File: config.mk
export PLATFORM = sky130hd
export DESIGN_NAME = hsync_gen
export DESIGN_NICKNAME = d
export VERILOG_FILES = /design/src/rtl/hsg_pkg.sv /design/src/rtl/hsg_regfile.sv /design/src/rtl/hsg_line_counter.sv /design/src/rtl/hsg_pulse_gen.sv /design/src/rtl/hsync_gen.sv
export SDC_FILE = /design/constraint.sdc
export NUM_CORES = 1
export LEC_CHECK = 0
export BUFFER_PORTS_ARGS = -buffer_cell sky130_fd_sc_hd__buf_2
export CAP_MARGIN = 5
export CORE_ASPECT_RATIO = 1.1
export CORE_MARGIN = 4
export CORE_UTILIZATION = 41
export DETAILED_ROUTE_END_ITERATION = 6
export SYNTH_ARGS = -nofsm -noshare
export SYNTH_HDL_FRONTEND = slang
export SYNTH_SLANG_ARGS = --single-unit
export TNS_END_PERCENT = 1
File: constraint.sdc
create_clock -name clk -period 10.15 [get_ports clk]
set_input_delay 0.5075 -clock clk [delete_from_list [all_inputs] [get_ports clk]]
set_output_delay 0.5075 -clock clk [all_outputs]
set_load 0.02 [all_outputs]
File: src/rtl/hsg_pkg.sv
package hsg_pkg;
  localparam int OFF_W  = 10;
  localparam int WID_W  = 8;
  localparam int BYTE_W = 8;
  localparam int ADDR_W = 2;

  localparam logic [ADDR_W-1:0] A_OFF_LO = 2'd0;
  localparam logic [ADDR_W-1:0] A_OFF_HI = 2'd1;
  localparam logic [ADDR_W-1:0] A_WIDTH  = 2'd2;

  localparam logic [OFF_W-1:0] OFF_RST = '0;
  localparam logic [WID_W-1:0] WID_RST = 8'd2;

  typedef struct packed {
    logic [OFF_W-1:0] off;
    logic [WID_W-1:0] wid;
  } hsg_cfg_t;
endpackage

File: src/rtl/hsg_regfile.sv
module hsg_regfile
  import hsg_pkg::*;
(
  input  logic              clk,
  input  logic              rst,
  input  logic              wr_en,
  input  logic              rd_en,
  input  logic [ADDR_W-1:0] reg_addr,
  input  logic [BYTE_W-1:0] wr_data,
  output logic [BYTE_W-1:0] rd_data,
  output hsg_cfg_t          cfg
);
  localparam int HI_W = OFF_W - BYTE_W;

  hsg_cfg_t              cfg_q;
  logic [BYTE_W-1:0]     rd_mux;

  always_ff @(posedge clk) begin
    if (rst) begin
      cfg_q.off <= OFF_RST;
      cfg_q.wid <= WID_RST;
    end else if (wr_en) begin
      case (reg_addr)
        A_OFF_LO: cfg_q.off[BYTE_W-1:0]     <= wr_data;
        A_OFF_HI: cfg_q.off[OFF_W-1:BYTE_W] <= wr_data[HI_W-1:0];
        A_WIDTH:  cfg_q.wid                 <= wr_data[WID_W-1:0];
        default:  ;
      endcase
    end
  end

  always_comb begin
    rd_mux = '0;
    case (reg_addr)
      A_OFF_LO: rd_mux = cfg_q.off[BYTE_W-1:0];
      A_OFF_HI: rd_mux[HI_W-1:0] = cfg_q.off[OFF_W-1:BYTE_W];
      A_WIDTH:  rd_mux[WID_W-1:0] = cfg_q.wid;
      default:  rd_mux = '0;
    endcase
  end

  always_ff @(posedge clk) begin
    if (rst)        rd_data <= '0;
    else if (rd_en) rd_data <= rd_mux;
  end

  assign cfg = cfg_q;
endmodule

File: src/rtl/hsg_line_counter.sv
module hsg_line_counter #(
  parameter int LEN_W = 12
) (
  input  logic             clk,
  input  logic             rst,
  input  logic [LEN_W-1:0] line_len,
  output logic [LEN_W-1:0] cnt,
  output logic             wrap
);
  logic [LEN_W-1:0] last_pos;

  assign last_pos = line_len - 1'b1;
  assign wrap     = (cnt >= last_pos);

  always_ff @(posedge clk) begin
    if (rst)       cnt <= '0;
    else if (wrap) cnt <= '0;
    else           cnt <= cnt + 1'b1;
  end
endmodule

File: src/rtl/hsg_pulse_gen.sv
module hsg_pulse_gen
  import hsg_pkg::*;
#(
  parameter int LEN_W = 12
) (
  input  logic             clk,
  input  logic             rst,
  input  logic             master_en,
  input  logic [LEN_W-1:0] line_len,
  input  logic [LEN_W-1:0] sync_pos,
  input  hsg_cfg_t         cfg,
  input  logic [LEN_W-1:0] cnt,
  input  logic             wrap,
  output logic             hsync_n
);
  localparam int SUM_W = LEN_W + 2;

  logic signed [SUM_W-1:0] off_ext, pos_ext, len_ext, raw_sum, fold_sum;
  logic [LEN_W-1:0]        act_start;
  logic [WID_W-1:0]        act_wid;
  logic [WID_W-1:0]        remain_q, remain_d;
  logic                    hit;

  assign off_ext = {{(SUM_W-OFF_W){cfg.off[OFF_W-1]}}, cfg.off};
  assign pos_ext = {2'b00, sync_pos};
  assign len_ext = {2'b00, line_len};
  assign raw_sum = pos_ext + off_ext;

  always_comb begin
    if (raw_sum < 0)             fold_sum = raw_sum + len_ext;
    else if (raw_sum >= len_ext) fold_sum = raw_sum - len_ext;
    else                         fold_sum = raw_sum;
  end

  always_ff @(posedge clk) begin
    if (rst) begin
      act_start <= '0;
      act_wid   <= '0;
    end else if (wrap) begin
      act_start <= fold_sum[LEN_W-1:0];
      act_wid   <= cfg.wid;
    end
  end

  assign hit = master_en && (act_wid != '0) && (cnt == act_start);

  always_comb begin
    if (!master_en)          remain_d = '0;
    else if (hit)            remain_d = act_wid;
    else if (remain_q != '0) remain_d = remain_q - 1'b1;
    else                     remain_d = '0;
  end

  always_ff @(posedge clk) begin
    if (rst) begin
      remain_q <= '0;
      hsync_n  <= 1'b1;
    end else begin
      remain_q <= remain_d;
      hsync_n  <= (remain_d == '0);
    end
  end
endmodule

File: src/rtl/hsync_gen.sv
module hsync_gen
  import hsg_pkg::*;
#(
  parameter int LEN_W = 12
) (
  input  logic             clk,
  input  logic             rst,
  input  logic             master_en,
  input  logic [LEN_W-1:0] line_len,
  input  logic [LEN_W-1:0] sync_pos,
  input  logic             wr_en,
  input  logic             rd_en,
  input  logic [1:0]       reg_addr,
  input  logic [7:0]       wr_data,
  output logic [7:0]       rd_data,
  output logic             hsync_n,
  output logic [LEN_W-1:0] line_cnt
);
  hsg_cfg_t cfg;
  logic     wrap;

  hsg_regfile u_regs (
    .clk(clk), .rst(rst), .wr_en(wr_en), .rd_en(rd_en),
    .reg_addr(reg_addr), .wr_data(wr_data), .rd_data(rd_data), .cfg(cfg)
  );

  hsg_line_counter #(.LEN_W(LEN_W)) u_cnt (
    .clk(clk), .rst(rst), .line_len(line_len), .cnt(line_cnt), .wrap(wrap)
  );

  hsg_pulse_gen #(.LEN_W(LEN_W)) u_pulse (
    .clk(clk), .rst(rst), .master_en(master_en), .line_len(line_len),
    .sync_pos(sync_pos), .cfg(cfg), .cnt(line_cnt), .wrap(wrap),
    .hsync_n(hsync_n)
  );
endmodule

==> flow_summary.yaml, run 1 <==
die:
  ioPinCount: 60
  die_area_um2: 14900
  core_area_um2: 12700
  start_util_pct: 42.1
  die_height_um: 128
  die_w_um: 117
  rows: 43
synthesis:
  synth-edff-count: 0
  syn-cell-area_um2: 5350
  async_flop_share_pct: 0
  ys_seq_area_share_pct: 25.1
  synthTopCellsByArea: "dfxtp_1 (25%), ha_1 (12%), nor2_1 (5.9%)"
  synth_top_flop_cell: "dfxtp_1"
  ys_ff_latch: 67
  yosys-top-cells-count: "nor2_1 (84), dfxtp_1 (67), a21oi_1 (62)"
  yosysWarnings: 0
  syn_avg_cell_area_um2: 7.89
  yosys.area.top_type: "dfxtp_1"
  synth.distinct_cells: 75
  synth.most_common_cell: "nor2_1"
  yosysTopAreaCellShare_pct: 25.1
  synthCells: 678
  syn_nets: 772
routing:
  ant_nets: 0
  drt-total-wl_um: 15200
  vias: 5047
  first_pass_iters: 4
  viasPerCell: 5.68
  drc: 0
  routedWlPerCell_um: 17.1
  drt_iter0_drc: 298
timing:
  rsz0062_at_grt: "false"
  fin_crit_ns: 5.46
  min_period_over_period_pct: 53.8
  tightestPinTransition_ns: 1.09
  setup_viol: 0
  slew_viol_final: 0
  hold_viol: 0
  finalClockSkew_ns: 0.0102
  finalSetupTns_ns: 0
  max_freq_mhz: 183
  relSlewSlack_pct: 27.1
layout:
  area_delta_synth_final_pct: 13.7
  final_nets: 820
  antenna_cells: 0
  fin_cells: 888
  drive_above_1_share_pct: 14.4
global_routing:
  grt.busiest_layer: "met2"
  gr-usage-met3_pct: 3.97
  grt_pass1_wl_um: 24500
  grt_pass1_vias: 4760
  grt_usage_pct: 20.8
  grt_overflow: 0
  grt_max_degree: 42
  grtUsageMet2_pct: 32.6
  antenna_found_initial: 0
  met1_usage_pct: 29.3
flow_run:
  maxCapViolCount: 0
worst_setup_path:
  reg2reg_slack_ns: 4.69
  cp.arrival_ns: 5.72
  worstPathRequired_ns: 10.41
  crit_type: "reg2reg"
  cp_max_fo: 13
  startpoint_type: "flop"
  end_kind: "flop"
min_path:
  hold_class: "in2reg"
place:
  hpwl_um: 12000
  port_buffers: 59
  gp_congestion: 0.944
  dp.cells: 872
clock_tree:
  cts.sinks: 67
  path_clk_slew_ns: 0.06
  htree_levels: 3
  cts_made_buffers: 9
  clk_latency_ns: 0.33
  cts-resized-gates: 0
  root_buffer: "clkbuf_16"
  max-clock-path-buffers: 2
  cts_tree: "built"
  cts_hold_buffers: 0
  cts_setup_buffers: 0
pwr:
  vdd_drop_max_uv: 90.9
  p_leak_nw: 2.74
  cellPowerDensity_nw_per_um2: 171
status:
  outcome: "finished, final reports clean"
registers in the layout, indices dropped and copies added (netlist names):
| register | cells |
|---|---|
| u_regs.cfg | 18 |
| u_cnt.cnt | 12 |
| u_pulse.act_start | 12 |
| u_pulse.act_wid | 8 |
| u_pulse.remain_q | 8 |
| u_regs.rd_data | 8 |
| u_pulse.hsync_n | 1 |
metrics by stage:
step	util, %	worst slack (ns)	area [µm²]	power [W]	hold slack [ns]
after floorplan	-	5.62	5350	0.000610	0.439
after global placement	45.3	4.63	5750	0.000694	0.456
after detailed placement	45.3	4.47	5750	0.000701	0.463
after CTS	47.9	4.75	6080	0.00105	0.433
after global routing	47.9	4.39	6080	0.00112	0.440
final	47.9	4.69	6080	0.00104	0.444
worst max-delay path: stages (launching register included):
cell and delay (ns):
dfxtp_1 0.33, ha_1 0.23, fa_1 0.43, a211oi_1 0.34, o21a_1 0.23, o21bai_1 0.08
a21oi_1 0.27, nor3b_1 0.09, a31o_2 0.22, or2_2 0.31, ha_1 0.40, o21ba_2 0.20
o22a_1 0.19, o2111ai_1 0.16, nand2_2 0.18, o21bai_1 0.90, a21oi_1 0.13, or4_1 0.54
a21oi_1 0.15
final timing paths:
check | startpoint | to | depth (start not counted)
max reg2reg | u_regs.cfg[8] | u_pulse.act_start[3] | 18
min | wr_data[6] | u_regs.cfg[6] | 3
min reg2reg | u_pulse.act_wid[1] | u_pulse.act_wid[1] | 2
max | u_regs.cfg[8] | u_pulse.act_start[3] | 18
where the power goes:
group / internal [W] / total [W] / switching, W
logic: 0.000172 / 0.000402 / 0.000231
clock network: 0.000228 / 0.000341 / 0.000113
registers: 0.000282 / 0.000299 / 0.0000175
layout by cell type (no fill, tap or decap), types with 8 or more instances in the layout:
| master | instances |
|---|---|
| a21o_1 | 10 |
| dfxtp_1 | 67 |
| ha_1 | 52 |
| a31oi_1 | 9 |
| clkbuf_16 | 9 |
| nand3_1 | 23 |
| nor2_1 | 84 |
| xor2_1 | 15 |
| xnor2_1 | 30 |
| a21oi_1 | 62 |
| nor3_1 | 17 |
| inv_1 | 35 |
| a211oi_1 | 8 |
| nor2b_1 | 17 |
| mux2i_1 | 20 |
| nand2_1 | 50 |
| o21ai_0 | 22 |
| buf_2 | 59 |
layout make-up:
cell class	instances	area, µm²
Fill cell	1296	6610
Multi-Input combinational cell	552	3770
Sequential cell	67	1340
Timing Repair Buffer	61	310
Clock buffer	12	256
Tap cell	157	196
Inverter	35	131
Clock inverter	4	72.6
cell families after synthesis:
family / after synthesis / share of synthesized area, %
AOI/OAI and AO/OA: 181 / 22.5
buffers and inverters: 59 / 4.35
adders and majority gates: 55 / 13.3
xor gates and xnor gates: 45 / 7.37
DFF: 67 / 25.1
muxes: 28 / 5.50
and+or+nand+nor: 243 / 21.9
routing by layer:
layer	up-vias	share of wire, %
met5	-	0
met3	15	3.9
met4	0	1.2
li1	2533	-
met1	2387	48
met2	112	46
No activity file was read; power rests on OpenSTA's default activity.
==> run 2: changes to the inputs <==
==> constraint.sdc (replaced) <==
create_clock -name clk -period 4.74 [get_ports clk]
set_input_delay 0.237 -clock clk [delete_from_list [all_inputs] [get_ports clk]]
set_output_delay 0.237 -clock clk [all_outputs]
set_load 0.02 [all_outputs]
==> flow_summary.yaml, run 2 (synthesis results as in run 1) <==
status:
  outcome: "finished, final reports clean"
global_routing:
  grt_pass1_wl_um: 24700
  antenna_found_initial: 0
  grt_pass1_vias: 4832
  grt_usage_pct: 20.8
  grt_max_degree: 42
  grt_overflow: 0
worst_setup_path:
  crit_type: "reg2reg"
  cp.arrival_ns: 4.78
  critPathBufInv: 1
  worstPathRequired_ns: 5.01
  startpoint: "u_regs.cfg[8]"
  r2r-start: "u_regs.cfg[8]"
  cp_max_fo: 13
  startpoint_type: "flop"
  end_kind: "flop"
  cpPeakStageDelay_ns: 0.51
  crit_top_cell: "a21oi_1"
  critPathTopFamily: "compound AO/OA/AOI/OAI gates"
  cpMaxStageDelayCell: "or4_1"
  crit_chain: "ha_1, fa_1, a211oi_2, o21a_1, o21bai_1, a21oi_1, nor3b_1, a31o_2, or2_2, ha_1, or4_1, a21oi_1, a21bo_2, nand2_2, o21bai_1, buf_4, a21oi_1, or4_1, a21oi_1"
clock_tree:
  htree_levels: 3
  root_buffer: "clkbuf_16"
  cts_made_buffers: 9
  clk_latency_ns: 0.34
  cts_tree: "built"
  cts_setup_buffers: 0
  cts.sinks: 67
  path_clk_slew_ns: 0.06
  max-clock-path-buffers: 2
pwr:
  cellPowerDensity_nw_per_um2: 367
  p_leak_nw: 2.79
  total_power_w: 0.00226
  vdd_drop_max_uv: 254
die:
  core_area_um2: 12700
  die_w_um: 117
  rows: 43
  die_area_um2: 14900
  die_height_um: 128
  ioPinCount: 60
  start_util_pct: 42.1
layout:
  antenna_cells: 0
  seq_area_um2: 1340
  largest_reg_flops: 18
  multi_input_area_um2: 3780
  area_delta_synth_final_pct: 15.2
  fin_cells: 898
  final_nets: 830
  fillerInstances: 1263
  layout_commonest_cell: "nor2_1"
  drive_above_1_share_pct: 15.8
  layout_common_cells: "nor2_1 (84), dfxtp_1 (67), a21oi_1 (62), buf_2 (59), ha_1 (52)"
timing:
  min_period_over_period_pct: 95.1
  rsz0062_at_grt: "false"
  finalSetupTns_ns: 0
  finalClockSkew_ns: 0.00648
  hold_viol: 0
  setup_viol: 0
  slew_viol_final: 0
  fin_crit_ns: 4.51
  tightestPinTransition_ns: 0.913
  max_freq_mhz: 222
  relSlewSlack_pct: 39.0
place:
  port_buffers: 59
  gp_congestion: 0.934
  hpwl_um: 12100
  dp.cells: 882
min_path:
  hold_class: "in2reg"
  hp-start: "wr_data[4]"
routing:
  routedWlPerCell_um: 17.1
  drc: 0
  vias: 5141
  ant_nets: 0
  viasPerCell: 5.72
  first_pass_iters: 5
  drt_iter0_drc: 351
  drt-total-wl_um: 15400
flow_run:
  maxCapViolCount: 0
-- run 2: stage by stage --
step | cell area [µm²] | worst slack (ns) | utilization, % | hold WS, ns
floorplan | 5350 | 0.427 | - | 0.339
global placement | 5830 | 0.268 | 45.9 | 0.458
detailed placement | 5830 | 0.164 | 45.9 | 0.466
CTS | 6160 | 0.174 | 48.5 | 0.156
global route | 6160 | 0.0213 | 48.5 | 0.175
finish | 6160 | 0.230 | 48.5 | 0.163
-- run 2: metal layers --
metal | GRT usage [%] | vias to the layer above | wire [µm] | share of wire, %
li1 | - | 2548 | - | -
met1 | 28.2 | 2387 | 6940 | 45
met3 | 4.34 | 28 | 923 | 6.0
met4 | 6.21 | 0 | 319 | 2.1
met2 | 33.1 | 178 | 7200 | 47
met5 | 0 | - | 0 | 0
-- run 2: area by class of cell --
cell class / instances / share of cell area [%]
sequential: 67 / 21.8
clock buffer: 10 / 3.88
clock inverter: 6 / 1.44
multi-input combinational: 552 / 61.3
tap: 157 / 3.19
timing repair buffer: 71 / 6.25
inverter: 35 / 2.13
-- run 2: worst min-delay path, stage by stage --
cell and delay [ns]:
buf_2 0.09, mux2i_1 0.06, nor2_1 0.08
-- run 2: final timing paths --
check,end,slack [ns],cells after the start
worst min-delay path,u_regs.cfg[12],0.16,3
worst max register to register,u_pulse.act_start[3],0.23,19
worst min register to register,u_pulse.act_wid[1],0.47,2
worst max-delay path,u_pulse.act_start[3],0.23,19
-- run 2: what timing repair did --
action | in CTS | in global routing
hold buffers | 0 | 0
gates resized for setup | 0 | 1
setup endpoints to repair | 0 | 1
-- run 2: where the power goes --
group	leakage, nW	internal [W]	switching, W
Combinational	2.09	0.000380	0.000509
Clock	0.155	0.000474	0.000255
Sequential	0.543	0.000604	0.0000370
